===== src/rtl/hpg_pkg.sv =====
package hpg_pkg;

    localparam int BYTE_W = 8;
    localparam int COL_W  = 6;

    // One beat of the input stream after qualification
    typedef struct packed {
        logic              take;
        logic [BYTE_W-1:0] data;
    } hpg_beat_t;

    // Column-parity contribution of one byte: pair j splits bit positions by bit j
    function automatic logic [COL_W-1:0] col_contrib(input logic [BYTE_W-1:0] b);
        logic [COL_W-1:0] r;
        r = '0;
        for (int p = 0; p < BYTE_W; p++) begin
            for (int j = 0; j < 3; j++) begin
                if (b[p]) begin
                    if (p[j]) r[2*j+1] = ~r[2*j+1];
                    else      r[2*j]   = ~r[2*j];
                end
            end
        end
        return r;
    endfunction

    // Stored form: raw shifted up two places, inverted, cut to the code width
    function automatic logic [23:0] stored_form(input logic [23:0] raw_ext);
        return ~(raw_ext << 2);
    endfunction

endpackage


===== src/rtl/hpg_col_acc.sv =====
module hpg_col_acc
    import hpg_pkg::*;
(
    input  logic             clk,
    input  logic             rst,
    input  logic             restart,
    input  hpg_beat_t        beat,
    output logic [COL_W-1:0] col_nxt
);
    logic [COL_W-1:0] acc_q;

    always_comb begin
        col_nxt = acc_q;
        if (beat.take) col_nxt = acc_q ^ col_contrib(beat.data);
    end

    always_ff @(posedge clk) begin
        if (rst || restart) acc_q <= '0;
        else                acc_q <= col_nxt;
    end
endmodule


===== src/rtl/hpg_line_acc.sv =====
module hpg_line_acc
    import hpg_pkg::*;
#(
    parameter int IDX_W = 8,
    localparam int LINE_W = 2*IDX_W - 1
) (
    input  logic              clk,
    input  logic              rst,
    input  logic              restart,
    input  hpg_beat_t         beat,
    input  logic [IDX_W-1:0]  idx,
    output logic [LINE_W-1:0] line_nxt
);
    logic bpar;
    assign bpar = beat.take & (^beat.data);

    for (genvar k = 0; k < IDX_W; k++) begin : g_bit
        logic odd_q, odd_n;
        assign odd_n = odd_q ^ (bpar & idx[k]);
        always_ff @(posedge clk) begin
            if (rst || restart) odd_q <= 1'b0;
            else                odd_q <= odd_n;
        end
        if (k < IDX_W-1) begin : g_even
            // even half of the top offset bit is derivable, so it is not kept
            logic even_q, even_n;
            assign even_n = even_q ^ (bpar & ~idx[k]);
            always_ff @(posedge clk) begin
                if (rst || restart) even_q <= 1'b0;
                else                even_q <= even_n;
            end
            assign line_nxt[2*k]   = even_n;
            assign line_nxt[2*k+1] = odd_n;
        end else begin : g_top
            assign line_nxt[2*k] = odd_n;
        end
    end
endmodule


===== src/rtl/hpg_code_ser.sv =====
module hpg_code_ser #(
    parameter int NBYTES = 3,
    localparam int CW    = NBYTES*8,
    localparam int CNT_W = $clog2(NBYTES+1)
) (
    input  logic          clk,
    input  logic          rst,
    input  logic          clr,
    input  logic          load,
    input  logic [CW-1:0] code_i,
    output logic [7:0]    byte_o,
    output logic          vld_o
);
    logic [CW-1:0]    shf_q;
    logic [CNT_W-1:0] cnt_q;

    always_ff @(posedge clk) begin
        if (rst || clr) begin
            cnt_q <= '0;
            shf_q <= '0;
        end else if (load) begin
            cnt_q <= CNT_W'(NBYTES);
            shf_q <= code_i;
        end else if (cnt_q != '0) begin
            cnt_q <= cnt_q - 1'b1;
            shf_q <= shf_q << 8;
        end
    end

    assign byte_o = shf_q[CW-1 -: 8];
    assign vld_o  = (cnt_q != '0);


    ser_first_byte_chk: assert property (@(posedge clk) disable iff (rst)
        load && !clr |=> vld_o && byte_o == $past(code_i[CW-1 -: 8]));

    ser_clear_stop_chk: assert property (@(posedge clk) disable iff (rst)
        clr |=> !vld_o);
endmodule


===== src/rtl/hpg_chunk_parity.sv =====
module hpg_chunk_parity
    import hpg_pkg::*;
#(
    parameter int CHUNK_BYTES = 256,
    localparam int IDX_W      = $clog2(CHUNK_BYTES),
    localparam int LINE_W     = 2*IDX_W - 1,
    localparam int RAW_W      = COL_W + LINE_W,
    localparam int CODE_BYTES = (RAW_W + 2 + 7) / 8,
    localparam int CODE_W     = CODE_BYTES * 8
) (
    input  logic              clk,
    input  logic              rst,
    input  logic              clr_i,
    input  logic              en_i,
    input  logic              vld_i,
    input  logic [7:0]        data_i,
    output logic [RAW_W-1:0]  raw_o,
    output logic [CODE_W-1:0] code_o,
    output logic              done_o,
    output logic [7:0]        code_byte_o,
    output logic              code_byte_vld_o
);
    hpg_beat_t         beat;
    logic [IDX_W-1:0]  idx_q;
    logic              last_beat, restart;
    logic [COL_W-1:0]  col_nxt;
    logic [LINE_W-1:0] line_nxt;
    logic [RAW_W-1:0]  raw_nxt, raw_q;
    logic              done_q;

    assign beat.take = vld_i & en_i & ~clr_i;
    assign beat.data = data_i;
    assign last_beat = beat.take && (idx_q == IDX_W'(CHUNK_BYTES-1));
    assign restart   = clr_i | last_beat;

    always_ff @(posedge clk) begin
        if (rst || clr_i)   idx_q <= '0;
        else if (beat.take) idx_q <= idx_q + 1'b1;
    end

    hpg_col_acc u_col (
        .clk(clk), .rst(rst), .restart(restart), .beat(beat), .col_nxt(col_nxt)
    );

    hpg_line_acc #(.IDX_W(IDX_W)) u_line (
        .clk(clk), .rst(rst), .restart(restart), .beat(beat), .idx(idx_q),
        .line_nxt(line_nxt)
    );

    assign raw_nxt = {line_nxt, col_nxt};

    always_ff @(posedge clk) begin
        if (rst) begin
            raw_q  <= '0;
            done_q <= 1'b0;
        end else begin
            done_q <= last_beat;
            if (last_beat) raw_q <= raw_nxt;
        end
    end

    assign raw_o  = raw_q;
    assign done_o = done_q;
    assign code_o = CODE_W'(stored_form(24'(raw_q)));

    hpg_code_ser #(.NBYTES(CODE_BYTES)) u_ser (
        .clk(clk), .rst(rst), .clr(clr_i), .load(last_beat),
        .code_i(CODE_W'(stored_form(24'(raw_nxt)))),
        .byte_o(code_byte_o), .vld_o(code_byte_vld_o)
    );


    done_single_chk: assert property (@(posedge clk) disable iff (rst)
        done_o |=> !done_o);

    raw_hold_chk: assert property (@(posedge clk) disable iff (rst)
        !$stable(raw_o) |-> done_o);

    idle_no_advance_chk: assert property (@(posedge clk) disable iff (rst)
        !clr_i && !(vld_i && en_i) |=> $stable(idx_q));

    clear_no_done_chk: assert property (@(posedge clk) disable iff (rst)
        clr_i |=> !done_o && !code_byte_vld_o);
endmodule


===== config.mk =====
export PLATFORM = sky130hd
export DESIGN_NAME = hpg_chunk_parity
export DESIGN_NICKNAME = d
export VERILOG_FILES = /design/src/rtl/hpg_pkg.sv /design/src/rtl/hpg_col_acc.sv /design/src/rtl/hpg_line_acc.sv /design/src/rtl/hpg_code_ser.sv /design/src/rtl/hpg_chunk_parity.sv
export SDC_FILE = /design/constraint.sdc
export NUM_CORES = 1
export LEC_CHECK = 0
export ABC_AREA = 1
export BUFFER_PORTS_ARGS = -buffer_cell sky130_fd_sc_hd__buf_2
export CELL_PAD_IN_SITES_DETAIL_PLACEMENT = 2
export CELL_PAD_IN_SITES_GLOBAL_PLACEMENT = 2
export CORE_MARGIN = 2
export CORE_UTILIZATION = 31
export CTS_CLUSTER_DIAMETER = 40
export DETAILED_ROUTE_END_ITERATION = 8
export HOLD_SLACK_MARGIN = 0.12
export PLACE_DENSITY = 0.8
export SKIP_CTS_REPAIR_TIMING = 1
export SLEW_MARGIN = 5
export SYNTH_ARGS = -nofsm -noshare
export SYNTH_HDL_FRONTEND = slang
export SYNTH_SLANG_ARGS = --single-unit

===== constraint.sdc =====
create_clock -name clk -period 2.05 [get_ports clk]
set_input_delay 0.3075 -clock clk [delete_from_list [all_inputs] [get_ports clk]]
set_output_delay 0.3075 -clock clk [all_outputs]
set_load 0.005 [all_outputs]

Word level (Yosys, flattened, before mapping)
Cells that the tools add are included.
{"block": "totals", "regBits": 77, "latchBits": 0, "ram_bits": 0, "romBits": 0, "out_inout_bits": 55, "word_cells": 134, "n_memories": 0}
{"block": "classes", "n_addsub": 2, "multipliers": 0, "div": 0, "magnitude_cmp": 0, "n_eq_ne": 1, "n_shift": 0, "muxes": 42, "bitwise": 62, "n_reduce_logical": 6}
{"cell": "$mux W2", "count": 26}
{"cell": "$mux W24", "count": 2}
{"cell": "$not A23 Y24", "count": 2}
{"cell": "$not A1 Y1", "count": 25}
{"cell": "$and A1 B1 Y1", "count": 18}
{"cell": "$xor A1 B1 Y1", "count": 15}
{"cell": "$mux W1", "count": 13}
{"cell": "$add A8 B1 Y8 const B", "count": 1}
{"cell": "$eq A8 B8 Y1 const B", "count": 1}
{"cell": "$reduce_xor A8 Y1", "count": 1}
{"cell": "$mux W6", "count": 1}
{"cell": "$xor A6 B6 Y6", "count": 1}
{"cell": "$reduce_bool A2 Y1", "count": 2}
{"cell": "$logic_or A1 B1 Y1", "count": 2}
{"cell": "$sub A2 B1 Y2 const B", "count": 1}
{"cell": "$logic_and A1 B1 Y1", "count": 1}
{"cell": "$or A1 B1 Y1", "count": 1}

Longest topological paths before layout
{"block": "depth", "ltp_word": 26, "mapped_depth": 14, "depth_no_buf": 13}

By module
A second synthesis with hierarchy kept.
{"block": "unflattened", "hier_cells": 695, "hier_area_um2": 4451.8}
{"mod": "hpg_chunk_parity", "n_inst": 1, "cells_each": 209, "area_per_inst_um2": 1503.9}
{"mod": "hpg_code_ser", "n_inst": 1, "cells_each": 182, "area_per_inst_um2": 1241.2}
{"mod": "hpg_line_acc", "n_inst": 1, "cells_each": 196, "area_per_inst_um2": 1163.6}
{"mod": "hpg_col_acc", "n_inst": 1, "cells_each": 108, "area_per_inst_um2": 543.0}

Least setup slack after synthesis
Ideal clock, no wire load.
{"block": "synth_path", "kind": "register to register", "startpoint": "register idx_q[0]", "endpoint": "register raw_q[3], in the netlist raw_o[3]", "setup_time_ns": 0.116, "arrival_ns": 1.482, "required_time_ns": 1.934, "slack_ns": 0.452, "path_stages_with_launch": 12, "period_less_slack_ns": 1.598, "path_cell_list": "dfxtp_1 ha_1 inv_1 nor3_4 nand3_2 nor2_4 nand2_4 inv_4 buf_6 nand2_1 o211ai_1 inv_1"}
{"block": "synth_between", "elab_chain_cells": 2}
{"element": "from (decl)", "line_no": "hpg_chunk_parity.sv:24", "source": "logic [IDX_W-1:0] idx_q;"}
{"element": "from (signal assigned)", "line_no": "hpg_chunk_parity.sv:38", "source": "else if (beat.take) idx_q <= idx_q + 1'b1;"}
{"element": "$eq A8 B8 Y1", "line_no": "hpg_chunk_parity.sv:33", "source": "assign last_beat = beat.take && (idx_q == IDX_W'(CHUNK_BYTES-1));"}
{"element": "$logic_and A1 B1 Y1", "line_no": "hpg_chunk_parity.sv:33"}
{"element": "to (signal assigned)", "line_no": "hpg_chunk_parity.sv:58", "source": "if (last_beat) raw_q <= raw_nxt;"}
{"element": "to (decl)", "line_no": "hpg_chunk_parity.sv:28", "source": "logic [RAW_W-1:0] raw_nxt, raw_q;"}
Every way passes these cells.
A chain may end at the register's enable or synchronous reset.

Worst setup path after layout
{"block": "layout_path", "startpoint": "register u_ser.cnt_q[0]", "endpoint": "output port code_byte_vld_o"}
{"block": "layout_between", "elab_chain_cells": 1}
{"element": "from (decl)", "line_no": "hpg_code_ser.sv:15", "source": "logic [CNT_W-1:0] cnt_q;"}
{"element": "from (signal assigned)", "line_no": "hpg_code_ser.sv:22", "source": "cnt_q <= CNT_W'(NBYTES);"}
{"element": "from (signal assigned)", "line_no": "hpg_code_ser.sv:25", "source": "cnt_q <= cnt_q - 1'b1;"}
{"element": "$reduce_bool A2 Y1", "line_no": "hpg_code_ser.sv:31", "source": "assign vld_o = (cnt_q != '0);"}
{"element": "to (decl)", "line_no": "hpg_chunk_parity.sv:21", "source": "output logic code_byte_vld_o"}
Every way passes these cells.

==> summary by stage <==
Outcome
The flow ran to the end, and the final reports show no timing, DRC or antenna violations.

Die
The number of rows created at floorplan is 38. In this run the vertical extent of the chip is 110 um. The area enclosed by the die boundary is between 10,000 and 15,000 um2.

In this run the standard cell core region covers 10,900 um2. The die outline width is 110 um. The number of ports placed on the die boundary is 68.

The initial utilization of the core area, before any placement, comes to 0.318.

STA
Setup repair after global routing could not meet its margin everywhere. The worst path meets setup with 0.162 ns of slack. The total negative setup slack is 0 ns.

Setup violations remaining at the end of the flow were counted as 0. The worst clock skew is ~0.0094 ns. Dividing the final minimum period by the clock period gives 0.921. The number of pins exceeding their max-slew limit in the final report is 0.

The top achievable clock speed is 530 MHz. The number of hold violations in the final report is 0. The smallest clock period supported by the final layout is computed as 1.89 ns.

Clock tree
The clock latency on the worst-skew pair is 0.36 ns. The cell at the root of the clock tree is sky130_fd_sc_hd__clkbuf_8. TritonCTS built the clock tree. Clock tree synthesis found a total of 76 sinks. After clock tree synthesis, the clock-pin slew on the worst setup and hold paths is 0.08 ns. The maximum buffer depth of the clock tree is 2. The number of clock buffers inserted by TritonCTS is 9.

The total number of H-tree levels is 3.

Run
The number of max-cap violations is 0.

Drt
The number of vias per cell after detailed routing is 4.79. The routed length per placed instance is 16.0 um. The detail route stage leaves a number of antenna-violating nets equal to 0. For this block, the routed nets add up to 10,800 um of wire. In the routed design, unresolved DRC markers number 0.

The detailed router finished its first iteration with 82 violations. The first detailed-routing pass took 4 iterations. Summing over every cut layer, the via total after detailed routing is 3,218.

Synth
Yosys mapped a number of flops with a built-in enable equal to 0. The commonest cells after synthesis are sky130_fd_sc_hd__nand2_1, sky130_fd_sc_hd__dfxtp_1, sky130_fd_sc_hd__inv_1. In this run the mean area of a mapped cell was roughly 7.4 um2. After synthesis, the cell types taking the most area are sky130_fd_sc_hd__dfxtp_1, sky130_fd_sc_hd__nand2_1, sky130_fd_sc_hd__a21oi_1. By instance count, the leading cell after synthesis is sky130_fd_sc_hd__nand2_1.

The sequential cell area fraction in the yosys report is 0.440. The share of synthesized area in the top cell type comes to 0.440. Synthesis instantiated 31 different standard cells from the library. In the synthesized netlist the dominant register cell turns out to be sky130_fd_sc_hd__dfxtp_1. Counting every instance in the synthesized netlist gives 466.

For this run, the number of Yosys warnings is 0. The mapped netlist covers between 3000 and 4000 um2. The number of synthesized register bits is 76. Of all cell types, the one taking the most synthesized area is sky130_fd_sc_hd__dfxtp_1. In the synthesized netlist the async set-or-reset flop fraction comes to 0.

Global routing
The number of global-route vias before repair was between 3,000 and 4,000. The number of antenna violations at the first check in global routing is 0. The first global-routing pass estimated about 17,000 um of wire. Entering global routing, the biggest net connects 29 pins.

The total congestion overflow after global routing is 0. The all-layer global routing usage is 0.189.

Place
In this run the tool buffered the top-level ports with 64 buffer cells. The placed wire-length estimate is 7990 um. The final weighted congestion of routability-driven global placement is 0.771. Timing analysis after detailed placement gives a worst setup slack of roughly 0.012 ns.

Layout
In the final design database the tool counted 542 nets. The number of antenna diodes is 0. Compared with the post-synthesis result, the final layout area differs by 19.2%. In the final layout, the share of cells above drive strength 1 is 0.207. At the end of the flow the core is filled with cells to 0.379.

Power
For this design the static power due to leakage is ~1.8 nW. VDD sags by at most between 0.0003 and 0.0004 V. The power density of the placed cells is 689 nW/um2.

Critical path
STA classifies the critical path endpoint as a primary output. The startpoint kind of the worst setup timing path is a flip-flop. In this run the worst path has a maximum fanout of 12. The worst path required time is between 1.5 and 2 ns. Data on the critical path arrives at its endpoint at around 1.6 ns.

The setup path with the least slack is of type reg -> out.

Worst hold path
The worst min-delay path class is in -> reg.
-- where the power goes --
part	leakage (nW)	internal (mW)	switching, mW
clock network	0.109	0.621	0.565
registers	0.613	1.48	0.00451
logic	1.11	0.0540	0.116
total	1.83	2.16	0.686
-- metrics by stage --
step	power, mW	hold slack, ns	instances	area [um2]
2_1_floorplan	1.64	0.436	468	3470
3_3_place_gp	1.68	0.447	651	3840
6_report	2.84	0.418	672	4130
3_5_place_dp	1.69	0.458	651	3840
4_1_cts	2.87	0.393	667	4040
5_1_grt	2.97	0.403	672	4130
-- final cells by class --
cell class                      instances  area, um2
Clock buffer                           11        151
Clock inverter                          5       50.0
Fill cell                            1280       6760
Inverter                               67        268
Multi-Input combinational cell        296       1510
Sequential cell                        76       1520
Tap cell                              140        175
Timing Repair Buffer                   77        443
-- metal layers --
layer	track usage	routed length, um
met1	0.223	4760
met2	0.343	5490
met3	0.0397	354
met4	0.0552	160
met5	0	0
-- placed cells by master (no fill, tap or decap), types with 2 or more instances in the layout --
cell type,instances
sky130_fd_sc_hd__nand2_1,100
sky130_fd_sc_hd__xor2_1,7
sky130_fd_sc_hd__clkinv_2,4
sky130_fd_sc_hd__o211a_1,2
sky130_fd_sc_hd__nand4_1,4
sky130_fd_sc_hd__buf_4,11
sky130_fd_sc_hd__inv_2,4
sky130_fd_sc_hd__o21bai_1,11
sky130_fd_sc_hd__xnor2_1,7
sky130_fd_sc_hd__dfxtp_2,2
sky130_fd_sc_hd__ha_1,2
sky130_fd_sc_hd__a21oi_1,46
sky130_fd_sc_hd__buf_2,64
sky130_fd_sc_hd__buf_12,2
sky130_fd_sc_hd__inv_1,61
sky130_fd_sc_hd__conb_1,3
sky130_fd_sc_hd__nor3_1,4
sky130_fd_sc_hd__nand3_1,30
sky130_fd_sc_hd__nor2_1,38
sky130_fd_sc_hd__nand3b_1,6
sky130_fd_sc_hd__o21ai_0,17
sky130_fd_sc_hd__nand3_2,2
sky130_fd_sc_hd__o211ai_1,4
sky130_fd_sc_hd__dfxtp_1,74
sky130_fd_sc_hd__clkbuf_8,11
sky130_fd_sc_hd__o21a_1,5
sky130_fd_sc_hd__nand2_4,2
-- critical path, cell delays in order (launching register included) --
cell and delay [ns]:
sky130_fd_sc_hd__dfxtp_1 0.33, sky130_fd_sc_hd__inv_1 0.06, sky130_fd_sc_hd__ha_1 0.31, sky130_fd_sc_hd__inv_1 0.33
sky130_fd_sc_hd__buf_2 0.19
-- cell families after synthesis --
family,count (synthesis),share of synthesized area
AO/OA/AOI/OAI,87,0.144
other,1,0.00108
adder cells (fa/ha/maj),2,0.00723
buffers and inverters,96,0.130
flip-flops,76,0.440
XOR/XNOR,14,0.0354
AND/OR/NAND/NOR,190,0.243
-- flip-flops by register name (all words and copies together), names as in the netlist --
signal	cells
u_ser.shf_q	23
raw_o	21
idx_q	8
u_line.g_bit.odd_q	8
u_line.g_bit.g_even.even_q	7
u_col.acc_q	6
u_ser.cnt_q	2
done_o	1
-- final timing paths --
path	depth (start not counted)	from	slack (ns)	end
setup / recovery	4	u_ser.cnt_q[0]	0.16	code_byte_vld_o
setup reg to reg	11	idx_q[0]	0.17	u_ser.shf_q[21]
hold / removal	3	rst	0.42	raw_o[8]
hold reg to reg	2	u_ser.shf_q[1]	0.47	u_ser.shf_q[1]
(Power assumes the default switching activity.)
